<file path="src/rtl/pwm_gate_pkg.sv">
package pwm_gate_pkg;

  // Force a requested period length into the legal window.
  function automatic int unsigned clamp_len(int unsigned raw, int unsigned lo, int unsigned hi);
    if (raw < lo) return lo;
    if (raw > hi) return hi;
    return raw;
  endfunction

  // Longest allowed on-time: floor(len * num / 2**shift).
  function automatic int unsigned max_on(int unsigned len, int unsigned num, int unsigned shift);
    return (len * num) >> shift;
  endfunction

endpackage

</file>
<file path="src/rtl/pwm_timebase.sv">
module pwm_timebase #(
  parameter int unsigned CNT_W      = 11,
  parameter int unsigned MIN_LEN    = 250,
  parameter int unsigned MAX_LEN    = 1042,
  parameter int unsigned MAXD_NUM   = 31,
  parameter int unsigned MAXD_SHIFT = 5
) (
  input  logic             clk,
  input  logic             rst_n,
  input  logic [CNT_W-1:0] period_i,
  input  logic [CNT_W-1:0] duty_i,
  output logic [CNT_W-1:0] cnt_nxt,
  output logic [CNT_W-1:0] duty_nxt,
  output logic [CNT_W-1:0] maxon_nxt,
  output logic [CNT_W-1:0] cnt_q,
  output logic [CNT_W-1:0] len_q,
  output logic [CNT_W-1:0] duty_q,
  output logic [CNT_W-1:0] maxon_q
);
  import pwm_gate_pkg::*;

  logic             boundary;
  logic [CNT_W-1:0] len_nxt;
  logic [CNT_W-1:0] len_in;

  assign boundary = (cnt_q == len_q - CNT_W'(1));
  assign len_in   = CNT_W'(clamp_len(int'(unsigned'(period_i)), MIN_LEN, MAX_LEN));

  always_comb begin
    if (boundary) begin
      cnt_nxt  = '0;
      len_nxt  = len_in;
      duty_nxt = duty_i;
    end else begin
      cnt_nxt  = cnt_q + CNT_W'(1);
      len_nxt  = len_q;
      duty_nxt = duty_q;
    end
  end

  assign maxon_nxt = CNT_W'(max_on(int'(unsigned'(len_nxt)), MAXD_NUM, MAXD_SHIFT));
  assign maxon_q   = CNT_W'(max_on(int'(unsigned'(len_q)), MAXD_NUM, MAXD_SHIFT));

  always_ff @(posedge clk or negedge rst_n) begin
    if (!rst_n) begin
      cnt_q  <= CNT_W'(MIN_LEN - 1);
      len_q  <= CNT_W'(MIN_LEN);
      duty_q <= '0;
    end else begin
      cnt_q  <= cnt_nxt;
      len_q  <= len_nxt;
      duty_q <= duty_nxt;
    end
  end

endmodule

</file>
<file path="src/rtl/pwm_blank.sv">
module pwm_blank #(
  parameter int unsigned BLANK_CYC = 18
) (
  input  logic clk,
  input  logic rst_n,
  input  logic gate_d,
  input  logic gate_q,
  output logic blank_o
);
  localparam int unsigned BLK_W = $clog2(BLANK_CYC + 1);

  logic [BLK_W-1:0] left_q;

  always_ff @(posedge clk or negedge rst_n) begin
    if (!rst_n) begin
      left_q <= '0;
    end else if (gate_d && !gate_q) begin
      left_q <= BLK_W'(BLANK_CYC);
    end else if (!gate_d) begin
      left_q <= '0;
    end else if (left_q != '0) begin
      left_q <= left_q - BLK_W'(1);
    end
  end

  assign blank_o = (left_q != '0);

endmodule

</file>
<file path="src/rtl/pwm_gate_ctl.sv">
module pwm_gate_ctl #(
  parameter int unsigned CNT_W      = 11,
  parameter int unsigned MIN_LEN    = 250,
  parameter int unsigned MAX_LEN    = 1042,
  parameter int unsigned MAXD_NUM   = 31,
  parameter int unsigned MAXD_SHIFT = 5,
  parameter int unsigned BLANK_CYC  = 18
) (
  input  logic             clk,
  input  logic             rst_n,
  input  logic             gate_en_i,
  input  logic [CNT_W-1:0] period_i,
  input  logic [CNT_W-1:0] duty_i,
  input  logic             ipk_i,
  output logic             gate_o
);

  logic [CNT_W-1:0] cnt_nxt, duty_nxt, maxon_nxt;
  logic [CNT_W-1:0] cnt_q, len_q, duty_q, maxon_q;
  logic             blank_w;
  logic             in_window;
  logic             trip_w;
  logic             gate_d;
  logic             gate_q;

  pwm_timebase #(
    .CNT_W(CNT_W), .MIN_LEN(MIN_LEN), .MAX_LEN(MAX_LEN),
    .MAXD_NUM(MAXD_NUM), .MAXD_SHIFT(MAXD_SHIFT)
  ) u_tb (
    .clk(clk), .rst_n(rst_n),
    .period_i(period_i), .duty_i(duty_i),
    .cnt_nxt(cnt_nxt), .duty_nxt(duty_nxt), .maxon_nxt(maxon_nxt),
    .cnt_q(cnt_q), .len_q(len_q), .duty_q(duty_q), .maxon_q(maxon_q)
  );

  pwm_blank #(.BLANK_CYC(BLANK_CYC)) u_blank (
    .clk(clk), .rst_n(rst_n),
    .gate_d(gate_d), .gate_q(gate_q),
    .blank_o(blank_w)
  );

  // Gate wanted in the coming cycle: inside both the request and the ceiling.
  assign in_window = (cnt_nxt < duty_nxt) && (cnt_nxt < maxon_nxt);
  // Over-current seen outside the blanking window.
  assign trip_w    = ipk_i && !blank_w;
  assign gate_d    = gate_en_i && in_window && !trip_w;

  always_ff @(posedge clk or negedge rst_n) begin
    if (!rst_n) gate_q <= 1'b0;
    else        gate_q <= gate_d;
  end

  assign gate_o = gate_q;

endmodule

</file>
<file path="config.mk">
export PLATFORM = sky130hd
export DESIGN_NAME = pwm_gate_ctl
export DESIGN_NICKNAME = d
export VERILOG_FILES = /design/src/rtl/pwm_gate_pkg.sv /design/src/rtl/pwm_timebase.sv /design/src/rtl/pwm_blank.sv /design/src/rtl/pwm_gate_ctl.sv
export SDC_FILE = /design/constraint.sdc
export NUM_CORES = 1
export LEC_CHECK = 0
export BUFFER_PORTS_ARGS = -buffer_cell sky130_fd_sc_hd__clkbuf_2
export CORE_UTILIZATION = 47
export CTS_CLUSTER_DIAMETER = 40
export DETAILED_ROUTE_END_ITERATION = 7
export PLACE_DENSITY_LB_ADDON = 0.12
export SYNTH_ARGS = -nofsm -noshare
export SYNTH_HDL_FRONTEND = slang
export SYNTH_SLANG_ARGS = --single-unit
</file>
<file path="constraint.sdc">
create_clock -name clk -period 8.6 [get_ports clk]
set_clock_uncertainty 0.2 [all_clocks]
set_input_delay 1.72 -clock clk [delete_from_list [all_inputs] [get_ports clk]]
set_output_delay 1.72 -clock clk [all_outputs]
set_load 0.005 [all_outputs]
</file>
# == Yosys cells after proc, flatten, opt, wreduce, memory -nomap -nowiden ==
# Cells that the tools add are included.
# classes
eq_ne,2
muxes,13
add_sub_neg,3
mul,1
magnitude_cmp,4
reduce_logical,9
# ops
cell,n
$mux W11,6
$lt A11 B11 Y1,2
$mul A11 B5 Y16 const B,1
$mux W5,3
$add A11 B1 Y11 const B,1
$eq A11 B11 Y1,1
$gt A11 B11 Y1 const B,1
$lt A11 B8 Y1 const B,1
$sub A11 B1 Y11 const B,1
$mux W8,1
$logic_and A1 B1 Y1,5
$reduce_bool A5 Y1,1
$sub A5 B1 Y5 const B,1
$logic_not A1 Y1,3
$mux W1,3
$ne A3 B2 Y1 const B,1
# totals
regBits,39
out_inout_bits,1

# == Depth between registers and ports, before layout ==
# logic_depth
ltp_word,13
depth_mapped,35

# == Modules after synthesis ==
# From an unflattened synthesis, not the netlist that was laid out.
# hier_totals
cells_unflattened,560
hier_area_um2,5330.1
# modules_own_cells
mod,area_per_inst_um2,seq_area_each_um2,cells_each,n_inst
pwm_timebase,4533.1,840.8,464,1
pwm_gate_ctl,543.0,25.0,70,1
pwm_blank,254.0,125.1,26,1

# == Worst setup path before layout ==
# No wires, ideal clock.
# synth_timing
path_kind,input -> register
startpoint,input port period_i[10]
endpoint,register u_blank.left_q[0]
stages,25
setup_ns,0.095
setup_slack_ns,0.885
arrival_ns,7.420
path_cell_list,clkbuf_1 -> nor3_1 -> o21ai_0 -> a21boi_0 -> and2_1 -> mux2i_1 -> fa_1 -> fa_1 -> inv_1 -> ha_1 -> a21o_1 -> maj3_1 -> a2111oi_0 -> o31ai_1 -> o41a_1 -> a21oi_1 -> xor2_1 -> ha_1 -> nand4_1 -> nor3_1 -> a211oi_1 -> o2111ai_1 -> nor2_1 -> o211ai_4 -> nor4b_2
# synth_via
elab_chain_cells,13
word_cells_on_any_way,19
classes_between,mul: 1; order compare: 3; eq/ne: 1; mux: 10; reduce/logical: 4
# synth_rtl
element,line_no,source
start: declaration,pwm_gate_ctl.sv:12,"input logic [CNT_W-1:0] period_i,"
$gt A11 B11 Y1 or $lt A11 B8 Y1 (tied branches),"pwm_gate_pkg.sv:6, pwm_gate_pkg.sv:5",
$mux W1 or $mux W8 (tied branches),"pwm_gate_pkg.sv:6, pwm_gate_pkg.sv:5",
$mux W1 or $mux W11 (tied branches),pwm_gate_pkg.sv:6,if (raw > hi) return hi;
$mux W11,pwm_gate_pkg.sv:7,return raw;
$mux W11 (*),pwm_gate_pkg.sv:6,
$mux W11 (*),pwm_timebase.sv:30,if (boundary) begin
$mul A11 B5 Y16 (*),pwm_gate_pkg.sv:12,return (len * num) >> shift;
$lt A11 B11 Y1 (*),pwm_gate_ctl.sv:43,assign in_window = (cnt_nxt < duty_nxt) && (cnt_nxt < maxon_nxt);
$logic_and A1 B1 Y1 (*),pwm_gate_ctl.sv:43,
$logic_and A1 B1 Y1 (*) (2 in series),pwm_gate_ctl.sv:46,assign gate_d = gate_en_i && in_window && !trip_w;
$logic_and A1 B1 Y1 or $mux W5 (tied branches),"pwm_blank.sv:17, pwm_blank.sv:19",
$ne A3 B2 Y1 (no line) or $mux W5 (tied branches),--,
end signal: assignment,pwm_blank.sv:18,left_q <= BLK_W'(BLANK_CYC);
end signal: assignment,pwm_blank.sv:22,left_q <= left_q - BLK_W'(1);
end: declaration,pwm_blank.sv:12,logic [BLK_W-1:0] left_q;
# Mark *: on every way between the ends. The rest lies on a longest branch, timed or not. The select of a mux whose other input is x is not followed.
# A chain may end at the register's enable or synchronous reset.

# == Worst setup path after layout ==
# layout_timing
startpoint,input port period_i[1]
endpoint,register u_blank.left_q[0]
# Same word-level chain as after synthesis.

==> results.yml <==
status:
  status: "completed"
place:
  post-place-ws_ns: 0.282
  numPortBuffers: 26
  place_congestion: 0.833
  place_hpwl_mm: 7.28
drt:
  wl_per_cell_um: 15.9
  routed_wl_mm: 8.87
  via_per_inst: 5.45
  dr.pass1.iters: 4
  vias: 3034
  drc: 0
  detail-route-antenna-nets: 0
  drt_iter0_drc: 122
yosys:
  synth_ff_type: "dfrtp_1"
  synth_fp_nets: 513
  synthCells: 418
  ys_seq_area_share_pct: 24.7
  ys_warn_count: 0
  synth_top_area_share_pct: 16.9
  synth_area_leaders: "dfrtp_1 17%, ha_1 16%, fa_1 9.0%"
  async_flop_share_pct: 100
  avgSynthCellArea_um2: 9.58
  yosys.area.top_type: "dfrtp_1"
  synth_edf_count: 0
  synth_seq_cells: 39
  yosysUniqueCellTypes: 65
  synthesis.area_um2: 4000
global_route:
  grt_max_degree: 40
  gr-usage-all-layers_pct: 21.6
  grt_antenna_before_repair: 0
  grt_pass1_vias: 3024
  grt_overflow: 0
  grt_pass1_wl_mm: 14.6
timing:
  period_share_pct: 94.3
  setup_violations: 0
  maxSlewHeadroom_pct: 33.2
  setup_ws_ns: 0.488
  rsz0062_at_grt: "no"
  fin_crit_ns: 8.11
  hold_viol: 0
  tightest_slew_ns: 1.00
  setup_tns_ns: 0
  slew_viol_final: 0
  max_freq_mhz: 123
worst_setup_path:
  cp_max_fo: 5
  cp-start-kind: "input port"
  max_stage_delay_ns: 0.50
  cp_slowest_cell: "fa_1"
  critPathRequiredTime_ns: 8.61
  crit_family: "compound AO/OA/AOI/OAI gates"
  cp.arrival_ns: 8.13
  crit_path_end_kind: "register"
  worst-path-buf-inv: 5
  worstSetupPathType: "in2reg"
layout:
  area_delta_synth_final_pct: 9.66
  diodes: 0
  multi_input_area_um2: 2760
  final_nets: 546
  drive_gt1_share_pct: 17.3
  regArea_um2: 991
  nFillCells: 784
floorplanning:
  die_area_um2: 8890
  ioPinCount: 27
  fp.coreArea_um2: 8220
  initial_core_util_pct: 48.7
  dieHeight_um: 94.3
  rows: 33
  die_w_um: 94.3
cts:
  cts.sinks: 39
  cts_root_buffer: "clkbuf_8"
  clk_path_buf_depth: 2
  numCtsBuffers: 5
  clk-insertion-delay-late_ns: 0.30
  holdBufCountCts: 0
  cts-htree-levels: 2
  cts_tree: "done"
  clk_pin_slew_ns: 0.08
min_path:
  hold_class: "reg2reg"
run:
  drv_cap: 0
==> Yosys cell counts, types with 3 or more instances <==
| master | instances |
|---|---|
| o21ai_0 | 9 |
| dfstp_2 | 12 |
| nor2_1 | 38 |
| nor2b_1 | 9 |
| nand2_1 | 8 |
| a31oi_1 | 4 |
| a211oi_1 | 4 |
| and2_1 | 4 |
| and3_1 | 3 |
| ha_1 | 51 |
| nand3_1 | 10 |
| or3_1 | 4 |
| fa_1 | 18 |
| inv_1 | 51 |
| dfrtp_1 | 27 |
| xor2_1 | 14 |
| mux2i_1 | 18 |
| o21bai_1 | 6 |
| nor3_1 | 12 |
| nand4_1 | 9 |
| o31ai_1 | 3 |
| clkbuf_1 | 5 |
| a21oi_1 | 15 |
| a21o_1 | 10 |
| o211ai_1 | 4 |
| xnor2_1 | 22 |
==> final timing paths <==
| path | from | endpoint | slack, ns | depth (start not counted) |
|---|---|---|---|---|
| hold / removal | u_tb.duty_q[6] | u_tb.duty_q[6] | 0.29 | 2 |
| min in group asynchronous | rst_n | u_tb.duty_q[9] | 1.37 | 1 |
| setup reg to reg | u_tb.len_q[1] | u_blank.left_q[0] | 0.59 | 30 |
| max in group asynchronous | rst_n | u_blank.left_q[2] | 6.21 | 1 |
| hold reg to reg | u_tb.duty_q[6] | u_tb.duty_q[6] | 0.29 | 2 |
| setup / recovery | period_i[1] | u_blank.left_q[0] | 0.49 | 27 |
==> logic make-up (layout without fill, tap and decap cells) <==
logic type	count (synthesis)	count (layout)	share of synthesized area (%)
AND/OR/NAND/NOR	115	115	15.8
XOR/XNOR	37	37	8.44
multiplexers	21	21	5.41
adder cells (fa/ha/maj)	71	71	25.5
AO/OA/AOI/OAI	71	71	13.2
flip-flops	39	39	24.7
buffers and inverters	64	98	6.91
==> layer usage <==
layer	global-route usage, %	up-vias	share of wire (%)
met5	0	-	0
li1	-	1529	-
met3	2.51	9	2.6
met1	29.4	1451	49
met2	36.2	45	47
met4	5.13	0	1.2
==> per-stage QoR <==
stage	cell area [um2]	cells	hold slack, ns	utilization (%)
6_report	4390	557	0.291	53.4
5_1_grt	4390	557	0.325	53.4
4_1_cts	4350	555	0.297	53.0
3_5_place_dp	4270	547	0.276	51.9
3_3_place_gp	4270	547	0.266	51.9
2_1_floorplan	4000	418	0.252	-
==> state kept, by name (all words and copies together) (netlist names) <==
signal and count:
u_blank.left_q 5, u_tb.len_q 11, gate_o 1, u_tb.cnt_q 11, u_tb.duty_q 11
==> cell type report <==
| cell class | count | share of cell area, % |
|---|---|---|
| clock inverter | 3 | 0.456 |
| timing repair buffer | 38 | 5.02 |
| tap | 105 | 2.99 |
| inverter | 52 | 4.45 |
| sequential | 39 | 22.6 |
| clock buffer | 5 | 1.57 |
| multi-input combinational | 315 | 63.0 |
==> layout by cell type (no fill, tap or decap), types with 14 or more instances in the layout <==
cell type | synthesis | layout
fa_1 | 18 | 18
clkbuf_2 | 1 | 26
ha_1 | 51 | 51
inv_1 | 51 | 51
dfrtp_1 | 27 | 27
mux2i_1 | 18 | 17
a21oi_1 | 15 | 15
nor2_1 | 38 | 38
xnor2_1 | 22 | 22
xor2_1 | 14 | 14
==> timing repair <==
item | in CTS | in global routing
gates resized for setup | 0 | 3
hold endpoints to repair | 0 | 0
endpoints found under the setup margin | 0 | 5
setup buffers | 0 | 2
==> worst reg2reg max path, delay by kind of cell (launching register included) <==
family	cells	cell delay (ns)
buf+inv	6	0.80
mux	1	0.17
compound gates	9	2.11
xor+xnor	1	0.20
fa+ha+maj	6	2.36
flops	1	0.64
simple gates	7	1.45
Power is not shown: default switching activity piles up to over one toggle a cycle in this logic, so the estimate is an artifact.
